### src/rtl/user_event_branch.sv
module user_event_branch #(
  parameter int AW      = 32,
  parameter int SW      = 8,
  parameter int GE_BIT  = 0,
  parameter int PME_BIT = 1,
  parameter int OCC_BIT = 2
) (
  input  logic          clk,
  input  logic          rst_n,
  input  logic [AW-1:0] cur_pc,
  input  logic          user_mode,
  input  logic          pm_req,
  input  logic          sw_we,
  input  logic [1:0]    sw_sel,
  input  logic [AW-1:0] sw_wdata,
  output logic          redirect_valid,
  output logic [AW-1:0] redirect_pc,
  output logic [AW-1:0] return_addr,
  output logic [SW-1:0] status,
  output logic [AW-1:0] handler_addr,
  output logic          req_pending
);
  localparam logic [AW-1:0] ALIGN = ~AW'(3);
  localparam logic [1:0] SEL_STAT = 2'd0;
  localparam logic [1:0] SEL_HND  = 2'd1;
  localparam logic [1:0] SEL_RET  = 2'd2;

  logic accept, fire;
  assign accept = req_pending & user_mode;
  assign fire   = accept & status[GE_BIT] & status[PME_BIT];

  always_ff @(posedge clk) begin
    if (!rst_n) begin
      req_pending    <= 1'b0;
      redirect_valid <= 1'b0;
      redirect_pc    <= '0;
      return_addr    <= '0;
      status         <= '0;
      handler_addr   <= '0;
    end else begin
      req_pending    <= (req_pending & ~accept) | pm_req;
      redirect_valid <= fire;
      if (fire) redirect_pc <= handler_addr;

      if (fire)
        status <= (status & ~(SW'(1) << GE_BIT)) | (SW'(1) << OCC_BIT);
      else if (sw_we && sw_sel == SEL_STAT && !accept)
        status <= sw_wdata[SW-1:0];

      if (fire)
        return_addr <= cur_pc & ALIGN;
      else if (sw_we && sw_sel == SEL_RET && !accept)
        return_addr <= sw_wdata & ALIGN;

      if (sw_we && sw_sel == SEL_HND)
        handler_addr <= sw_wdata & ALIGN;
    end
  end
endmodule


### config.mk
export PLATFORM = sky130hd
export DESIGN_NAME = user_event_branch
export DESIGN_NICKNAME = d
export VERILOG_FILES = /design/src/rtl/user_event_branch.sv
export SDC_FILE = /design/constraint.sdc
export NUM_CORES = 1
export LEC_CHECK = 0
export ABC_AREA = 1
export BUFFER_PORTS_ARGS = -buffer_cell sky130_fd_sc_hd__buf_2
export CORE_UTILIZATION = 40
export CTS_BUF_LIST = sky130_fd_sc_hd__clkbuf_16
export DETAILED_ROUTE_END_ITERATION = 8
export PLACE_DENSITY = 0.73
export RECOVER_POWER = 100
export SLEW_MARGIN = 20
export SYNTH_ARGS = -nofsm -noshare
export SYNTH_HDL_FRONTEND = slang
export SYNTH_SLANG_ARGS = --single-unit
### constraint.sdc
create_clock -name clk -period 1.1 [get_ports clk]
set_input_delay 0.055 -clock clk [delete_from_list [all_inputs] [get_ports clk]]
set_output_delay 0.055 -clock clk [all_outputs]
set_load 0.05 [all_outputs]
Word level (Yosys, flattened, before mapping)
Cells that the tools add are included.
{"block": "totals", "mem_count": 0, "mem_bits_ro": 0, "latchBits": 0, "mem_bits_rw": 0, "reg_bits": 100, "output_inout_bits": 106}
{"block": "op_classes", "addsub": 0, "muxes": 4, "n_lt_le_gt_ge": 0, "n_bitwise": 8, "n_reduce_logical": 11, "multipliers": 0, "div_mod_pow": 0, "n_eq_ne": 2, "shift": 0}
{"op": "$mux W32", "n": 2}
{"op": "$mux W3", "n": 2}
{"op": "$logic_and A1 B1 Y1", "n": 5}
{"op": "$and A1 B1 Y1", "n": 4}
{"op": "$reduce_bool A2 Y1", "n": 2}
{"op": "$not A1 Y1", "n": 3}
{"op": "$eq A2 B1 Y1 const B", "n": 1}
{"op": "$eq A2 B2 Y1 const B", "n": 1}
{"op": "$logic_not A2 Y1", "n": 1}
{"op": "$reduce_and A2 Y1", "n": 1}
{"op": "$reduce_or A2 Y1", "n": 1}
{"op": "$logic_not A1 Y1", "n": 1}
{"op": "$or A1 B1 Y1", "n": 1}

Depth between registers and ports, before layout
Gate-level depths: netlist of run 1.
{"block": "depth", "ltp_word": 5, "depth_mapped": 8, "ltp_nobuf": 6}

Worst setup path before layout of run 1
No wires, ideal clock.
{"block": "synth_timing", "path_type": "reg2reg", "start": "reg status[0]", "end": "reg return_addr[25]", "arrival_ps": 1460, "setup_slack_ps": -492, "stages_incl_launch_ff": 8, "setup_ps": 132, "required_time_ps": 968, "path_cell_list": "dfxtp_1 nand2_1 clkbuf_2 buf_2 o21ai_0 nand2_1 nand2_1 a21oi_1"}
{"block": "synth_between", "elab_chain_cells": 3, "elab_cells_between_ends": 4}
{"item": "from (decl)", "line": "19", "text": "output logic [SW-1:0] status,"}
{"item": "from (signal assigned)", "line": "46", "text": "status <= (status & ~(SW'(1) << GE_BIT)) | (SW'(1) << OCC_BIT);"}
{"item": "from (signal assigned)", "line": "48", "text": "status <= sw_wdata[SW-1:0];"}
{"item": "$and A1 B1 Y1 (*) (2 in a row)", "line": "30", "text": "assign fire = accept & status[GE_BIT] & status[PME_BIT];"}
{"item": "$mux W32 / $reduce_bool A2 Y1 (equally long branches)"}
{"item": "to (signal assigned)", "line": "51", "text": "return_addr <= cur_pc & ALIGN;"}
{"item": "to (signal assigned)", "line": "53", "text": "return_addr <= sw_wdata & ALIGN;"}
{"item": "to (decl)", "line": "18", "text": "output logic [AW-1:0] return_addr,"}
Mark *: on every way between the ends. The rest lies on a longest branch, timed or not.
A chain may end at the register's enable or synchronous reset.

Worst setup path after layout of run 1
{"block": "layout_timing", "start": "reg req_pending", "end": "reg redirect_pc[20]"}
{"block": "layout_between", "elab_chain_cells": 3}
{"item": "from (decl)", "line": "21", "text": "output logic req_pending"}
{"item": "from (signal assigned)", "line": "41", "text": "req_pending <= (req_pending & ~accept) | pm_req;"}
{"item": "$and A1 B1 Y1", "line": "29", "text": "assign accept = req_pending & user_mode;"}
{"item": "$and A1 B1 Y1 (2 in a row)", "line": "30"}
{"item": "to (signal assigned)", "line": "43", "text": "if (fire) redirect_pc <= handler_addr;"}
{"item": "to (decl)", "line": "17", "text": "output logic [AW-1:0] redirect_pc,"}
Every way passes these cells.

==> impl_metrics.yaml, run 1 <==
place:
  gp_congestion: 0.8557
  io_buffers: 168
  dp.final_hpwl_um: 8946
cts:
  cts-root-buf: "clkbuf_16"
  clock_sinks: 100
  clk_pin_slew_worst_paths_ns: 0.07
  numCtsBuffers: 9
  cts_buffer_depth: 2
  cts_tree: "built"
  htreeDepth: 3
  clk-insertion-delay-late_ns: 0.34
sta:
  setup_viol: 63
  final.setup_skew_ns: 0.01048
  maxSlewHeadroom_pct: 55.07
  fmax_mhz: 791.8
  rsz0062_at_grt: "yes"
  worst_pin_slew_ns: 0.6739
  finalHoldViolCount: 0
  maxSlewViolCount: 0
  setup_ws_ns: -0.1629
  final.min_clock_period_ns: 1.263
  period_share_pct: 114.8
synth:
  synthTopCellsByArea: "dfxtp_1 51%, nand2_1 12%, o21ai_0 11%"
  synth_edf_count: 0
  async_reset_ff_share_pct: 0
  syn_area_per_cell_um2: 7.529
  ys.flop_type: "dfxtp_1"
  synth_area_mm2: 0.003907
  postSynthCellCount: 519
  yosysUniqueCellTypes: 20
  yosys.area.top_type_share_pct: 51.23
  yosys.area.top_type: "dfxtp_1"
  synth_seq_cells: 100
  yosys_warnings: 0
  ys_seq_area_share_pct: 51.23
layout:
  fin_nets: 769
  seq_area_mm2: 0.002013
  finalCoreUtilization_pct: 60.35
  area_delta_synth_final_pct: 44.73
  n_antenna_cell: 0
  fillers: 886
  layout-drive-gt1-share_pct: 36.84
  multiInputGateArea_mm2: 0.001699
drt:
  ant_nets: 0
  drcViolationCount: 0
  vias_per_cell: 4.894
  wl_per_cell_um: 14.84
  drt_iter0_drc: 189
  vias: 4072
  drtPass1Iterations: 5
  wl_um: 12350
power_and_ir_drop:
  power_density_mw_per_mm2: 1470
  p_total_w: 0.008314
  vdd_drop_max_v: 0.0008253
  leakage_nw: 2.608
setup_path:
  critPathMaxFanout: 22
  criticalPathCategory: "flop to flop"
  crit_path_end_kind: "flop"
  crit_path_start_kind: "flop"
  cp.required_ns: 1.33
  crit_arrival_ns: 1.49
hold_path:
  hp-class: "input port to flop"
floorplanning:
  die_area_mm2: 0.01017
  core-area_mm2: 0.009371
  die_w_um: 100.8
  start_util_pct: 41.70
  io_pins: 177
  die_h_um: 100.8
  placementRows: 35
job:
  max_cap_violations: 0
global_route:
  antenna_found_initial: 0
  overflow: 0
  track_usage_pct: 23.13
  grt_pass1_wl_um: 18040
  grt_pass1_vias: 3562
  grt_start_max_net_pins: 45
run_status:
  violations: "setup timing"
  outcome: "finished with violations"
worst max-delay path, cell delays in order (launching register included):
cell and delay, ns:
dfxtp_4 0.37, nand2_8 0.07, nor2_4 0.19, buf_4 0.16, nor2_4 0.04, buf_12 0.15, nand2_1 0.09, o21ai_2 0.06
path summary, 6_finish.rpt:
path                                  start  slack, ns         endpoint  cells after the start
worst max register to register  req_pending      -0.16  redirect_pc[20]                      7
worst min-delay path            sw_wdata[1]       0.01        status[1]                      3
worst min register to register    status[7]       0.45        status[7]                      2
worst max-delay path            req_pending      -0.16  redirect_pc[20]                      7
flip-flops by register name, indices dropped and copies added (netlist names):
register and flops:
redirect_valid 1, req_pending 1, redirect_pc 30, handler_addr 30
return_addr 30, status 8
cell type report:
| cell class | instances | area share [%] |
|---|---|---|
| flip-flops and latches | 100 | 35.60 |
| multi-input cells | 336 | 30.04 |
| inverters | 44 | 2.965 |
| repair buffers | 207 | 22.90 |
| clock buffers | 10 | 4.425 |
| clock inverters | 6 | 1.217 |
| well taps | 129 | 2.854 |
repair_timing:
item	in CTS	in global routing
gates resized for setup	20	38
cloned	2	3
endpoints found under the hold margin	2	0
pin swaps	1	1
hold buffers	2	0
setup buffers	4	1
setup endpoints to repair	70	68
cell families (layout without fill, tap and decap cells):
| kind of cell | after synthesis | in the layout | share of synthesized area (%) |
|---|---|---|---|
| other | 1 | 6 | 0.09597 |
| flip-flops | 100 | 100 | 51.23 |
| buffers and inverters | 88 | 267 | 10.05 |
| AO/OA/AOI/OAI | 164 | 164 | 21.01 |
| AND/OR/NAND/NOR | 166 | 166 | 17.61 |
synthesized netlist by cell type (3+ instances only):
cell	n
nand2_1	124
dfxtp_1	100
o21ai_0	86
a21oi_1	67
inv_1	43
nand3_1	31
clkbuf_1	18
buf_2	13
o21ai_1	11
buf_4	6
nor2_1	5
buf_1	3
buf_6	3
nand2_2	3
through the flow:
step           hold WS, ns  setup WS, ns  area [um^2]  cells  TNS (ns)
3_5_place_dp        0.2891       -0.1331         5025    805    -3.901
6_report           0.01268       -0.1629         5655    832    -7.143
2_1_floorplan       0.1677       -0.1342         3991    524    -4.441
5_1_grt            0.01226       -0.2377         5655    832    -12.87
4_1_cts           0.002497       -0.1283         5490    828    -6.183
3_3_place_gp        0.2652      -0.07877         5025    805    -2.234
layer usage:
metal  routed length, um  GRT usage [%]  vias up
met2                6199          37.83      150
met3                 593          3.190       21
met4                 257          9.810        0
li1                    -              -     2041
met5                   0              0        -
met1                5297          30.67     1860
power breakdown:
part	internal, W	switching (W)
Sequential	0.00373	0.0000601
Clock	0.00192	0.00140
Combinational	0.000342	0.000862
Total	0.00599	0.00233
cells in the final DEF (no fill, tap or decap), drive strengths merged:
cell,Yosys,routed
inv,44,47
bufinv,0,1
o21ai,97,97
nand4,2,2
clkinvlp,0,2
dlygate4sd3,0,2
buf,25,202
a21oi,67,67
clkbuf,19,13
nand2,127,127
nand3,31,31
conb,1,6
nor2,6,6
dfxtp,100,100
(Power assumes the default switching activity.)
==> run 2, diff against run 1 <==
BUFFER_PORTS_ARGS = default   (was -buffer_cell sky130_fd_sc_hd__buf_2)
DONT_BUFFER_PORTS = 1   (was default)
PLACE_DENSITY = default   (was 0.73)
==> run 2 against run 1 <==
Against the previous run:
- the flow finishes with violations (hold timing, setup timing)
- largest power group unchanged
- routed wire length up 21%
- critical path type unchanged
- utilization rose by 8.4 points
- final cell count is 2.2% higher
- sequential share of layout area down 4.3 points
- final area is 14% higher
- sequential cell count unchanged
- non-clock buffer count rose by 16
- critical path depth grew 1
- via count up 9.0%
==> impl_metrics.yaml, run 2 (same netlist as run 1, synthesis figures left out) <==
floorplanning:
  start_util_pct: 41.70
  die_area_mm2: 0.01017
  core-area_mm2: 0.009371
  die_w_um: 100.8
  placementRows: 35
  die_h_um: 100.8
  io_pins: 177
cts:
  clk_pin_slew_worst_paths_ns: 0.07
  clk-insertion-delay-late_ns: 0.34
  cts_tree: "built"
  cts-root-buf: "clkbuf_16"
  numCtsBuffers: 9
  hold_buffers: 85
  cts_buffer_depth: 2
  htreeDepth: 3
  clock_sinks: 100
layout:
  final_common_cell: "nand2_1"
  n_antenna_cell: 0
  final_cell_mix: "117 x nand2_1, 97 x dfxtp_1, 80 x dlygate4sd3_1"
  top_regs: "handler_addr: 30 flops, redirect_pc: 30 flops, return_addr: 30 flops"
  area_delta_synth_final_pct: 64.81
  fin_nets: 787
  fin_cells: 850
  layout-drive-gt1-share_pct: 31.21
  fin_area_mm2: 0.006440
place:
  place_area_mm2: 0.004872
  io_buffers: 0
  gp_congestion: 0.8499
  dp.final_hpwl_um: 8616
  dp.cells: 732
drt:
  ant_nets: 0
  wl_per_cell_um: 17.54
  drt_iter0_drc: 177
  wl_um: 14910
  vias_per_cell: 5.224
  drtPass1Iterations: 4
  drcViolationCount: 0
  vias: 4440
sta:
  rsz0062_at_grt: "yes"
  setup_ws_ns: -0.1967
  final.setup_skew_ns: 0.008084
  maxSlewViolCount: 0
  tns_ns: -9.100
  fin_hold_ws_ns: -0.1672
  fmax_mhz: 771.2
  final.min_clock_period_ns: 1.297
  setup_viol: 75
  period_share_pct: 117.9
  finalHoldViolCount: 13
setup_path:
  r2r_slack_ns: -0.20
  critPathMaxFanout: 7
  criticalPathCategory: "flop to flop"
  crit_arrival_ns: 1.57
  r2r-start: "req_pending"
  reg2reg_depth: 8
  cp.required_ns: 1.37
  rr_endpoint: "redirect_pc[25]"
  crit_path_end_kind: "flop"
  crit_path_start_kind: "flop"
global_route:
  grt_pass1_wl_um: 20250
  grt_pass1_vias: 4086
  grt_start_max_net_pins: 61
  antenna_found_initial: 0
  track_usage_pct: 25.98
  overflow: 0
hold_path:
  hp-class: "input port to flop"
  hp-start: "rst_n"
  hold_depth: 2
  min_to: "status[1]"
power_and_ir_drop:
  p_total_w: 0.008407
  leakage_nw: 2.690
  power_density_mw_per_mm2: 1305
  vdd_drop_max_v: 0.0009367
run_status:
  violations: "hold timing, setup timing"
  outcome: "finished with violations"
job:
  max_cap_violations: 0
==> run 2: worst max-delay path, stage by stage (launching register included) <==
cell     delay, ns
dfxtp_4       0.37
nand2_8       0.09
nor2_4        0.04
buf_12        0.13
nor2_4        0.17
buf_12        0.15
buf_12        0.11
nand2_1       0.06
o21ai_1       0.10
==> run 2: area by class of cell <==
cell class / count / area [um^2]
clock buffer: 9 / 225.2
clock inverter: 7 / 76.32
fill: 785 / 2932
inverter: 44 / 170.2
multi-input combinational: 338 / 1833
sequential: 100 / 2013
tap: 129 / 161.4
timing repair buffer: 223 / 1961
==> run 2: timing repair <==
item                                   4_1_cts  5_1_grt
gates resized for setup                     25       93
endpoints found under the hold margin       70       13
setup buffers                                8        3
gates cloned                                 4        8
setup endpoints to repair                   69       86
pin swaps                                    4        6
==> run 2: worst max path at each step <==
stage                      from              end  slack (ns)  cells after the start
floorplan             status[0]  return_addr[25]       -0.13                      7
global placement    req_pending        status[0]       -0.11                      6
detailed placement  req_pending        status[0]       -0.15                      6
CTS                 req_pending  redirect_pc[16]       -0.16                      8
global route          status[0]  redirect_pc[25]       -0.26                      8
finish              req_pending  redirect_pc[25]       -0.20                      8
==> run 2: power by group <==
group | switching (W) | internal [W]
clock network | 0.00143 | 0.00178
logic | 0.000885 | 0.000520
registers | 0.0000662 | 0.00373
==> run 2: routing by layer <==
layer / global-route usage [%] / vias to the layer above / wire (um)
li1: - / 2091 / -
met1: 31.14 / 2095 / 5895
met2: 44.57 / 209 / 7450
met3: 5.201 / 45 / 1074
met4: 12.49 / 0 / 484
met5: 0 / - / 0
==> run 2: metrics by stage <==
stage	utilization [%]	hold slack [ns]	worst slack [ns]
after global placement	51.99	0.1655	-0.1122
after global routing	68.72	-0.1796	-0.2640
after CTS	66.90	-0.1779	-0.1613
final	68.72	-0.1672	-0.1967
after floorplan	-	0.1677	-0.1342
after detailed placement	51.99	0.1706	-0.1547
